<file path="config.mk">
export PLATFORM = sky130hd
export DESIGN_NAME = stack_ptr_sat
export DESIGN_NICKNAME = d
export VERILOG_FILES = /design/src/rtl/sp_pkg.sv /design/src/rtl/sp_arb.sv /design/src/rtl/sp_step.sv /design/src/rtl/stack_ptr_sat.sv
export SDC_FILE = /design/constraint.sdc
export NUM_CORES = 1
export LEC_CHECK = 0
export ABC_AREA = 0
export BUFFER_PORTS_ARGS = -buffer_cell sky130_fd_sc_hd__buf_2
export CAP_MARGIN = 40
export CORE_MARGIN = 2
export CORE_UTILIZATION = 45
export CTS_CLUSTER_DIAMETER = 60
export DETAILED_ROUTE_END_ITERATION = 8
export PLACE_DENSITY = 0.84
export SYNTH_ARGS = -nofsm -noshare
export SYNTH_HDL_FRONTEND = slang
export SYNTH_SLANG_ARGS = --single-unit
export TNS_END_PERCENT = 30
</file>
<file path="constraint.sdc">
create_clock -name clk -period 2 [get_ports clk]
set_clock_uncertainty 0.05 [all_clocks]
set_input_delay 0.3 -clock clk [delete_from_list [all_inputs] [get_ports clk]]
set_output_delay 0.3 -clock clk [all_outputs]
set_load 0.005 [all_outputs]
</file>
<file path="src/rtl/sp_pkg.sv">
package sp_pkg;

  typedef enum logic [1:0] {
    SP_IDLE = 2'd0,
    SP_PUSH = 2'd1,
    SP_POP  = 2'd2
  } sp_op_e;

endpackage

</file>
<file path="src/rtl/sp_arb.sv">
module sp_arb
  import sp_pkg::*;
#(
  parameter bit PUSH_WINS = 1'b1
) (
  input  logic   push_req,
  input  logic   pop_req,
  output sp_op_e op
);

  generate
    if (PUSH_WINS) begin : g_push_first
      always_comb begin
        if (push_req)     op = SP_PUSH;
        else if (pop_req) op = SP_POP;
        else              op = SP_IDLE;
      end
    end else begin : g_pop_first
      always_comb begin
        if (pop_req)       op = SP_POP;
        else if (push_req) op = SP_PUSH;
        else               op = SP_IDLE;
      end
    end
  endgenerate

endmodule

</file>
<file path="src/rtl/sp_step.sv">
module sp_step
  import sp_pkg::*;
#(
  parameter int AW = 10
) (
  input  sp_op_e        op,
  input  logic [AW-1:0] cur,
  output logic [AW-1:0] nxt,
  output logic          wrap
);

  localparam logic [AW-1:0] BASE = {AW{1'b1}};
  localparam logic [AW-1:0] FLOOR = '0;

  always_comb begin
    nxt  = cur;
    wrap = 1'b0;
    unique case (op)
      SP_PUSH: begin
        nxt  = cur - 1'b1;
        wrap = (cur == FLOOR);
      end
      SP_POP: begin
        if (cur != BASE) nxt = cur + 1'b1;
      end
      default: nxt = cur;
    endcase
  end

endmodule

</file>
<file path="src/rtl/stack_ptr_sat.sv">
module stack_ptr_sat
  import sp_pkg::*;
#(
  parameter int AW = 10
) (
  input  logic          clk,
  input  logic          rst_n,
  input  logic          push_req,
  input  logic          pop_req,
  output logic [AW-1:0] acc_addr,
  output logic          acc_write,
  output logic          acc_read,
  output logic [AW-1:0] sp_q,
  output logic          ovf_q
);

  localparam logic [AW-1:0] BASE = {AW{1'b1}};

  sp_op_e        op;
  logic [AW-1:0] sp_d;
  logic          wrap;

  sp_arb #(.PUSH_WINS(1'b1)) u_arb (
    .push_req (push_req),
    .pop_req  (pop_req),
    .op       (op)
  );

  sp_step #(.AW(AW)) u_step (
    .op   (op),
    .cur  (sp_q),
    .nxt  (sp_d),
    .wrap (wrap)
  );

  // Each access uses the pointer before it moves
  assign acc_addr  = sp_q;
  assign acc_write = (op == SP_PUSH);
  assign acc_read  = (op == SP_POP);

  always_ff @(posedge clk) begin
    if (!rst_n) begin
      sp_q  <= BASE;
      ovf_q <= 1'b0;
    end else begin
      sp_q  <= sp_d;
      ovf_q <= wrap;
    end
  end

  p_push_dec_r3: assert property (@(posedge clk) disable iff (!rst_n)
    push_req |=> (sp_q == $past(sp_q) - 1'b1));

  p_pop_inc_r5: assert property (@(posedge clk) disable iff (!rst_n)
    (pop_req && !push_req && sp_q != BASE) |=> (sp_q == $past(sp_q) + 1'b1));

  p_base_sat_r6: assert property (@(posedge clk) disable iff (!rst_n)
    (pop_req && !push_req && sp_q == BASE) |=> (sp_q == BASE && !ovf_q));

  p_ovf_src_r7: assert property (@(posedge clk) disable iff (!rst_n)
    ovf_q |-> $past(push_req && sp_q == '0));

  p_one_strobe_r8: assert property (@(posedge clk) disable iff (!rst_n)
    !(acc_write && acc_read));

  p_idle_hold_r9: assert property (@(posedge clk) disable iff (!rst_n)
    (!push_req && !pop_req) |=> $stable(sp_q));

endmodule

</file>
==> summary.txt, run 1 <==
Clock tree
  • H-tree lvl count: 1
  • Clock sink total: 11
  • Clk root buf: clkbuf_4
  • Clock latency on the worst-skew pair: 280 ps
  • Clk pin slew, worst setup/hold paths: 70 ps
  • CTS Hold Bufs: 0
  • Max clock buf depth: 2
  • Cts bufs inserted: 3
  • CTS tree: done

Power
  • Power density cells: 1100 mW/mm^2
  • Leak: 0.000536 uW
  • Sw Ratio: 40.6%
  • Sequential share of power: 27.6%
  • Internal power: 758 uW
  • Sw power: 518 uW
  • Power share of the clock group: 12.6%
  • Maximum VDD drop: 0.000566 V
  • Combinational share of power: 59.8%

Placement
  • Buffers on Ports: 26
  • RePlAce Congestion: 0.763
  • Post-DP HPWL: 1800 um
  • Placed insts: 157
  • Dpl ws: -234 ps
  • Dpl cell area: 0.00108 mm^2

Setup path
  • Crit end category: flop
  • FF-to-FF setup slack: 70 ps
  • Top delay family on crit path: compound AO/OA/AOI/OAI gates
  • Critical path's largest stage delay: 410 ps
  • Required time of the critical path: 2120 ps
  • CP arrival: 2050 ps
  • Critical path class: flop to flop
  • Crit-path slowest cell: dfxtp_1
  • Most used cell, CP: a21o_1
  • Critical-path cell list: ha_4, a21o_1, a21oi_1, o21ai_1, a21o_1, mux2i_1, mux2_1
  • R2R depth: 7
  • R2R Path Start: acc_addr[3]$_SDFFE_PN1P_
  • Buf/Inv on CP: 0
  • CP Max Fanout: 4
  • CP startpoint kind: flop
  • Reg-to-reg endpoint: acc_addr[9]$_SDFFE_PN1P_

Logic synthesis
  • Commonest register cell after synthesis: dfxtp_1
  • Mean Syn Cell Area: 8.55 um^2
  • Seq/Total Area, Yosys: 25.3%
  • Netlist cell types: 32
  • Number of synthesized flops with an enable pin: 0
  • Yosys Warn Count: 0
  • Post-synth ARST share: 0%
  • Synthesized flop and latch total: 11
  • Syn nets: 115
  • Post-synthesis cell count: 102
  • Synthesized area: 872 um^2

Drt
  • Drt pass-1 iters: 4
  • Final wirelength: 2360 um
  • Antenna violation net count after detailed routing: 0
  • Total vias in the final route: 892
  • Vias per inst: 5.51
  • WL/cell: 14.6 um
  • DRC viols: 0
  • DRT iter0 DRCs: 25

Layout
  • Most frequent cells in the layout: 26 x buf_2, 18 x buf_4, 12 x nand2_1
  • ANT cells: 0
  • Commonest non-fill, non-tap cell in the layout: buf_2
  • Finished Cell Area: 0.00116 mm^2
  • Final net count: 151
  • Non-Filler Instances: 162
  • P&R area growth vs syn: 32.9%
  • Layout cell share with drive strength beyond 1: 44.5%
  • Final design utilization: 65.0%

Die
  • # rows: 15
  • Die area: 0.00231 mm^2
  • Starting density of the core: 48.9%
  • CORE AREA: 0.00178 mm^2
  • Die Y: 48.0 um
  • Die X: 48.0 um
  • # IOs: 27

Min path
  • Hold Path Depth: 2
  • Type of the most critical hold path: primary input to flop
  • Hold Crit Start: rst_n
  • WHS Endpoint: acc_addr[1]$_SDFFE_PN1P_

Timing
  • Worst slew pin tran: 374 ps
  • Minimum clock period: 1930 ps
  • Fin. Hold Viols: 0
  • Tcrit/Tclk final: 96.4%
  • Final setup viols: 0
  • Final setup TNS: 0 ps
  • Final Max Slew Viols: 0
  • Slew margin rel.: 74.8%
  • F_max: 518 MHz
  • Final Worst Setup Slack: 71.3 ps

Global routing
  • Global route overflow: 0
  • First-pass GRT wire length: 3270 um
  • Number of global-route vias before repair: 719
  • Largest net degree at the start of global routing: 13
  • Initial antenna violation count: 0
  • GRT Total Usage: 21.0%

Outcome
  • Status: complete, no violations

Job
  • Max cap viols: 0
-- power by group through the flow --
stage	clock (uW)	combinational [uW]	sequential, uW
after global routing	165	834	359
after detailed placement	0	701	347
final	160	763	352
after global placement	0	671	341
after floorplan	0	461	354
after CTS	158	711	342
-- synth_stat cells (all sizes together), types with 2 or more instances --
cell type  count  area, um^2
clkbuf         2        7.51
mux2           2        22.5
xor2           4        35.0
nand4          2        12.5
nand2b         4        25.0
inv            5        18.8
ha             8         100
o21ai          3        15.0
nand2         13        48.8
a21oi          8        51.3
dfxtp         11         220
o211ai         6        45.0
nor4           2        12.5
nand3          3        15.0
buf           11        86.3
a21o           3        22.5
xnor2          3        26.3
-- logic make-up after synthesis --
family                   synth area share [%]
AND/OR/NAND/NOR                          18.2
multiplexers                             3.73
XOR/XNOR                                 7.03
AO/OA/AOI/OAI                            19.1
buffers and inverters                    12.9
adder cells (fa/ha/maj)                  13.8
flip-flops                               25.3
-- routing by layer --
metal	GRT usage, %	vias up	part of all wire, %
li1	-	426	-
met1	25.7	411	42
met2	36.3	46	52
met3	1.13	9	3.7
met4	11.4	0	2.7
met5	0	-	0
-- flip-flops by register name, indices dropped and copies added (netlist names) --
name      count
ovf_q         1
acc_addr     10
-- layout make-up --
type,instances,area [um^2]
clock buffer,4,26.3
fill,124,624
inverter,5,18.8
multi-input combinational,73,592
sequential,11,225
tap,25,31.3
timing repair buffer,44,265
-- worst reg2reg max path: cells and delay by family (launching register included) --
kind / cells / cell delay, ps
mux: 2 / 490
compound gates: 4 / 620
fa+ha+maj: 1 / 240
flops: 1 / 410
-- what timing repair did --
action / CTS / global route
gates resized for setup: 0 / 12
setup buffers: 0 / 1
endpoints found under the setup margin: 0 / 3
-- worst max-delay path by stage --
stage | from | to | slack (ps) | cells after the start
6_report | acc_addr[3]$_SDFFE_PN1P_ | acc_addr[9]$_SDFFE_PN1P_ | 70 | 7
3_3_place_gp | push_req | acc_addr[9]$_SDFFE_PN1P_ | -170 | 10
2_1_floorplan | push_req | acc_addr[9]$_SDFFE_PN1P_ | 3 | 9
3_5_place_dp | push_req | acc_addr[9]$_SDFFE_PN1P_ | -230 | 10
5_1_grt | acc_addr[0]$_SDFFE_PN1P_ | acc_addr[8]$_SDFFE_PN1P_ | -7 | 8
4_1_cts | acc_addr[1]$_SDFFE_PN1P_ | acc_addr[9]$_SDFFE_PN1P_ | 30 | 7
-- metrics by stage --
step | total power, uW | hold slack, ps
finish | 1280 | 259
global route | 1360 | 270
CTS | 1210 | 256
detailed placement | 1050 | 494
global placement | 1010 | 480
floorplan | 815 | 425
No activity file was read; power rests on OpenSTA's default activity.
==> inputs of run 2 (changes only) <==
--- a/config.mk
+++ b/config.mk
@@ -6,11 +6,12 @@
 export NUM_CORES = 1
 export LEC_CHECK = 0
 export ABC_AREA = 0
-export BUFFER_PORTS_ARGS = -buffer_cell sky130_fd_sc_hd__buf_2
+export BUFFER_PORTS_ARGS = -buffer_cell sky130_fd_sc_hd__clkbuf_2
 export CAP_MARGIN = 40
 export CORE_MARGIN = 2
 export CORE_UTILIZATION = 45
 export CTS_CLUSTER_DIAMETER = 60
+export CTS_CLUSTER_SIZE = 10
 export DETAILED_ROUTE_END_ITERATION = 8
 export PLACE_DENSITY = 0.84
 export SYNTH_ARGS = -nofsm -noshare
==> run 2 against run 1 <==
Compared with the run above: clock power about the same; largest power group unchanged; wire length down 1.1%; via count up 0.11%; setup slack worse by 0.64 ps; sequential power down 6.5%; largest cell class unchanged.
==> summary.txt, run 2 (synthesis results as in run 1) <==
Global routing
  • Largest net degree at the start of global routing: 13 (unchanged)
  • First-pass GRT wire length: 3290 um (+0.64%)
  • Number of global-route vias before repair: 767 (+6.7%)
  • Global route overflow: 0 (unchanged)
  • GRT Total Usage: 21.6% (+0.63 points)
  • Initial antenna violation count: 0 (unchanged)

Timing
  • Final Worst Setup Slack: 70.6 ps (-0.642 ps)
  • Final Max Slew Viols: 0 (unchanged)
  • Slew margin rel.: 82.9% (+8.1 points)
  • F_max: 518 MHz (about the same)
  • RSZ-0062 raised after global routing: true
  • Worst slew pin tran: 254 ps (-120 ps)
  • Fin. Hold Viols: 0 (unchanged)
  • Minimum clock period: 1930 ps (+0.642 ps)
  • Worst hold slack: 295 ps (+36.3 ps)
  • Final setup TNS: 0 ps (unchanged)
  • Final setup viols: 0 (unchanged)
  • Tcrit/Tclk final: 96.5% (about the same)

Setup path
  • Critical path class: flop to flop
  • Reg-to-reg endpoint: acc_addr[9]$_SDFFE_PN1P_
  • Crit end category: flop
  • FF-to-FF setup slack: 70 ps (about the same)
  • R2R Path Start: acc_addr[1]$_SDFFE_PN1P_
  • R2R depth: 7 (unchanged)
  • CP Max Fanout: 5 (+1)
  • Critical path's largest stage delay: 340 ps (-70 ps)
  • Crit path capture: acc_addr[9]$_SDFFE_PN1P_
  • Crit-path slowest cell: mux2_1
  • Required time of the critical path: 2120 ps (about the same)
  • Critical-path cell list: buf_4, ha_1, a21oi_2, o21ai_1, a21o_1, mux2i_1, mux2_1
  • CP startpoint kind: flop
  • Crit path from: acc_addr[1]$_SDFFE_PN1P_
  • CP arrival: 2050 ps (about the same)

Clock tree
  • Clk root buf: clkbuf_4
  • CTS tree: done
  • H-tree lvl count: 1 (unchanged)
  • CTS Hold Bufs: 0 (unchanged)
  • Max clock buf depth: 2 (unchanged)
  • Clock latency on the worst-skew pair: 280 ps (about the same)
  • Clk pin slew, worst setup/hold paths: 80 ps (about the same)
  • Clock sink total: 11 (unchanged)
  • Setup bufs post-CTS: 0 (unchanged)
  • Cts bufs inserted: 3 (unchanged)

Layout
  • FF+latch area: 220 um^2 (-2.2%)
  • Final net count: 154 (+2.0%)
  • Fill cells: 118 (-4.8%)
  • P&R area growth vs syn: 32.6%
  • Non-Filler Instances: 165 (+1.9%)
  • ANT cells: 0 (unchanged)
  • Multi-input logic area: 572 um^2 (-3.4%)
  • Finished Cell Area: 0.00116 mm^2 (-0.22%)
  • Max reg flops: 10 (unchanged)
  • Most frequent cells in the layout: 26 x clkbuf_2, 21 x buf_4, 12 x nand2_1
  • Layout cell share with drive strength beyond 1: 41.4% (-3.1 points)
  • Commonest non-fill, non-tap cell in the layout: clkbuf_2

Placement
  • Buffers on Ports: 26 (unchanged)
  • Placed insts: 161 (+2.5%)
  • RePlAce Congestion: 0.785 (+3.0%)
  • Dpl cell area: 0.00111 mm^2 (+2.8%)
  • Post-DP HPWL: 1830 um (+1.5%)
  • Dpl ws: -229 ps (+5.12 ps)

Power
  • Power density cells: 1110 mW/mm^2 (+0.40%)
  • Maximum VDD drop: 0.000435 V (-23%)
  • Leak: 0.000562 uW (+4.8%)

Outcome
  • Status: complete, no violations

Die
  • Die area: 0.00231 mm^2 (unchanged)
  • # rows: 15 (unchanged)
  • Starting density of the core: 48.9% (unchanged)
  • # IOs: 27 (unchanged)
  • Die X: 48.0 um (unchanged)
  • Die Y: 48.0 um (unchanged)
  • CORE AREA: 0.00178 mm^2 (unchanged)

Drt
  • DRC viols: 0 (unchanged)
  • WL/cell: 14.2 um (-2.9%)
  • Vias per inst: 5.41 (-1.7%)
  • DRT iter0 DRCs: 19 (-24%)
  • Total vias in the final route: 893 (+0.11%)
  • Final wirelength: 2340 um (-1.1%)
  • Antenna violation net count after detailed routing: 0 (unchanged)
  • Drt pass-1 iters: 4 (unchanged)

Min path
  • Hold Crit Start: rst_n
  • Type of the most critical hold path: primary input to flop

Job
  • Max cap viols: 0 (unchanged)
## run 2: area by class of cell
type	count	area share, %
clock buffer	4	2.27
inverter	5	1.62
multi-input combinational	73	49.5
sequential	11	19.0
tap	25	2.71
timing repair buffer	47	24.9
## run 2: critical path: cells and delay by family, from the launching register on
kind / cells / cell delay (ps)
compound gates: 3 / 520
mux: 2 / 500
flops: 1 / 310
fa+ha+maj: 1 / 300
buf+inv: 1 / 140
## run 2: per-layer routing
| metal | GRT usage, % | wire, um | up-vias |
|---|---|---|---|
| li1 | - | - | 431 |
| met1 | 23.8 | 980 | 426 |
| met4 | 15.1 | 59 | 0 |
| met5 | 0 | 0 | - |
| met3 | 3.77 | 102 | 4 |
| met2 | 37.1 | 1190 | 32 |
## run 2: timing repair
action	in CTS	in global routing
resized for setup	0	4
hold endpoints to repair	0	0
endpoints found under the setup margin	0	4
## run 2: worst min-delay path by stage
stage,cells after the start,end
after floorplan,2,acc_addr[9]$_SDFFE_PN1P_
final,2,acc_addr[0]$_SDFFE_PN1P_
after CTS,2,acc_addr[0]$_SDFFE_PN1P_
after global placement,2,acc_addr[9]$_SDFFE_PN1P_
after detailed placement,2,acc_addr[9]$_SDFFE_PN1P_
after global routing,2,acc_addr[1]$_SDFFE_PN1P_
## run 2: where the power goes
| group | leakage, uW | total, uW | internal, uW | switching [uW] |
|---|---|---|---|---|
| logic | 0.000455 | 788 | 405 | 383 |
| registers | 0.0000915 | 329 | 274 | 55.2 |
| clock network | 0.0000150 | 161 | 77.6 | 83.2 |
## run 2: stage by stage
stage          utilization, %  total power (uW)
2_1_floorplan               -               815
3_3_place_gp             62.4              1040
3_5_place_dp             62.4              1090
4_1_cts                  63.9              1250
5_1_grt                  64.8              1370
6_report                 64.8              1280
==> inputs of run 3 (changes only) <==
--- a/config.mk
+++ b/config.mk
@@ -6,14 +6,14 @@
 export NUM_CORES = 1
 export LEC_CHECK = 0
 export ABC_AREA = 0
-export BUFFER_PORTS_ARGS = -buffer_cell sky130_fd_sc_hd__clkbuf_2
 export CAP_MARGIN = 40
 export CORE_MARGIN = 2
 export CORE_UTILIZATION = 45
 export CTS_CLUSTER_DIAMETER = 60
 export CTS_CLUSTER_SIZE = 10
 export DETAILED_ROUTE_END_ITERATION = 8
-export PLACE_DENSITY = 0.84
+export DONT_BUFFER_PORTS = 1
+export PLACE_DENSITY = 0.72
 export SYNTH_ARGS = -nofsm -noshare
 export SYNTH_HDL_FRONTEND = slang
 export SYNTH_SLANG_ARGS = --single-unit
==> run 3 against run 2 <==
Compared with the run above: critical path depth is 1 higher; non-clock buffer count decreased by 25; final area shrank 11%; register-to-register slack is essentially flat; total power is 8.8% lower; final cell count fell by 15%; sequential power about the same; utilization fell by 7.4 points; first-iteration DRC count is 5.3% higher; count of clock-buffer cells in the layout decreased by 1; critical endpoint is now acc_addr[8]$_SDFFE_PN1P_; largest cell class unchanged; highest routed layer unchanged.
==> summary.txt, run 3 (synthesis results as in run 1) <==
Global routing
  • Number of global-route vias before repair: 741 (-3.4%)
  • GRT Total Usage: 21.0% (-0.63 points)
  • Largest net degree at the start of global routing: 13 (unchanged)
  • Initial antenna violation count: 0 (unchanged)
  • First-pass GRT wire length: 3280 um (-0.43%)
  • Global route overflow: 0 (unchanged)

Timing
  • Fin. Hold Viols: 0 (unchanged)
  • Tcrit/Tclk final: 97.1% (+0.62 points)
  • F_max: 515 MHz (-0.64%)
  • Final Max Slew Viols: 0 (unchanged)
  • Final setup viols: 0 (unchanged)
  • Slew margin rel.: 78.4% (-4.5 points)
  • Worst slew pin tran: 320 ps (+66.3 ps)
  • Minimum clock period: 1940 ps (+12.4 ps)
  • Final setup TNS: 0 ps (unchanged)
  • RSZ-0062 raised after global routing: true

Setup path
  • CP arrival: 2100 ps (+50 ps)
  • Critical path class: flop to flop
  • Crit end category: flop
  • CP startpoint kind: flop
  • CP Max Fanout: 3 (-2)
  • Required time of the critical path: 2150 ps (+30 ps)

Power
  • Sequential share of power: 28.4% (+2.6 points)
  • Power density cells: 1140 mW/mm^2 (+2.9%)
  • Leak: 0.000465 uW (-17%)
  • Power share of the clock group: 13.8% (+1.2 points)
  • Sw Ratio: 41.3% (+0.52 points)
  • Internal power: 684 uW (-9.6%)
  • Combinational share of power: 57.8% (-3.9 points)
  • Maximum VDD drop: 0.000426 V (-2.1%)
  • Sw power: 482 uW (-7.6%)

Clock tree
  • Clock latency on the worst-skew pair: 280 ps (about the same)
  • H-tree lvl count: 1 (unchanged)
  • Clk pin slew, worst setup/hold paths: 80 ps (about the same)
  • CTS Hold Bufs: 0 (unchanged)
  • Max clock buf depth: 2 (unchanged)
  • Clock sink total: 11 (unchanged)
  • Clk root buf: clkbuf_4
  • CTS tree: done
  • Cts bufs inserted: 3 (unchanged)

Layout
  • Fill cells: 162 (+37%)
  • Layout cell share with drive strength beyond 1: 27.8% (-14 points)
  • Finished Cell Area: 0.00102 mm^2 (-11%)
  • Max reg flops: 10 (unchanged)
  • Most frequent cells in the layout: 22 x buf_4, 12 x nand2_1, 11 x dfxtp_1
  • Commonest non-fill, non-tap cell in the layout: buf_4
  • ANT cells: 0 (unchanged)
  • Non-Filler Instances: 140 (-15%)
  • P&R area growth vs syn: 17.5%
  • Final net count: 129 (-16%)

Die
  • Die X: 48.0 um (unchanged)
  • Starting density of the core: 48.9% (unchanged)
  • # IOs: 27 (unchanged)
  • Die area: 0.00231 mm^2 (unchanged)
  • CORE AREA: 0.00178 mm^2 (unchanged)
  • Die Y: 48.0 um (unchanged)
  • # rows: 15 (unchanged)

Drt
  • Drt pass-1 iters: 4 (unchanged)
  • WL/cell: 15.2 um (+7.0%)
  • DRC viols: 0 (unchanged)
  • Final wirelength: 2120 um (-9.2%)
  • Total vias in the final route: 768 (-14%)
  • DRT iter0 DRCs: 20 (+1)
  • Antenna violation net count after detailed routing: 0 (unchanged)
  • Vias per inst: 5.49 (+1.4%)

Job
  • Max cap viols: 0 (unchanged)

Outcome
  • Status: complete, no violations

Placement
  • Placed insts: 136 (-16%)
  • Dpl cell area: 990 um^2 (-11%)
  • Buffers on Ports: 0 (-100%)
  • Post-DP HPWL: 1660 um (-9.3%)
  • RePlAce Congestion: 0.856 (+9.0%)

Min path
  • Type of the most critical hold path: primary input to flop
==> run 3: area by class of cell <==
| cell class | count | area [um^2] | area share, % |
|---|---|---|---|
| multi-input cells | 73 | 562 | 54.8 |
| flip-flops and latches | 11 | 220 | 21.5 |
| repair buffers | 22 | 165 | 16.1 |
| well taps | 25 | 31.3 | 3.05 |
| clock buffers | 3 | 22.5 | 2.20 |
| inverters | 5 | 18.8 | 1.83 |
| clock inverters | 1 | 5.00 | 0.488 |
==> run 3: per-layer routing <==
layer | wire length, um | global-route usage [%]
met2 | 1060 | 33.3
met1 | 853 | 26.4
met4 | 50 | 13.5
met5 | 0 | 0
met3 | 154 | 2.64
==> run 3: path summary, 6_finish.rpt <==
kind	cells past startpoint	slack (ps)	endpoint	start
max	8	60	acc_addr[8]$_SDFFE_PN1P_	acc_addr[0]$_SDFFE_PN1P_
min reg2reg	2	530	acc_addr[9]$_SDFFE_PN1P_	acc_addr[9]$_SDFFE_PN1P_
max reg2reg	8	60	acc_addr[8]$_SDFFE_PN1P_	acc_addr[0]$_SDFFE_PN1P_
min	1	30	acc_addr[1]$_SDFFE_PN1P_	rst_n
==> run 3: stage by stage <==
| stage | utilization, % | setup slack (ps) | hold slack [ps] | power, uW |
|---|---|---|---|---|
| 2_1_floorplan | - | 2.56 | 425 | 815 |
| 3_3_place_gp | 55.5 | -78.2 | 314 | 964 |
| 3_5_place_dp | 55.5 | -110 | 323 | 994 |
| 4_1_cts | 57.1 | 13.8 | 27.7 | 1160 |
| 5_1_grt | 57.5 | -57.2 | 35.4 | 1260 |
| 6_report | 57.5 | 58.2 | 28.7 | 1170 |
==> run 3: worst max-delay path, stage by stage (launching register included) <==
cell      delay, ps
dfxtp_1         340
inv_1            90
fa_1            450
nand2b_1        190
a21oi_2         180
a311o_1         190
a21oi_1          70
xor2_1          140
o211ai_1        150
==> run 3: power by group through the flow <==
stage | clock, uW | sequential [uW] | combinational (uW)
after detailed placement | 0 | 337 | 657
final | 161 | 331 | 674
after global placement | 0 | 333 | 631
after global routing | 168 | 342 | 747
after CTS | 164 | 332 | 661
after floorplan | 0 | 354 | 461
==> run 3: what timing repair did <==
item,CTS,global route
endpoints found under the setup margin,0,3
resized for setup,0,2
buffers inserted,0,0
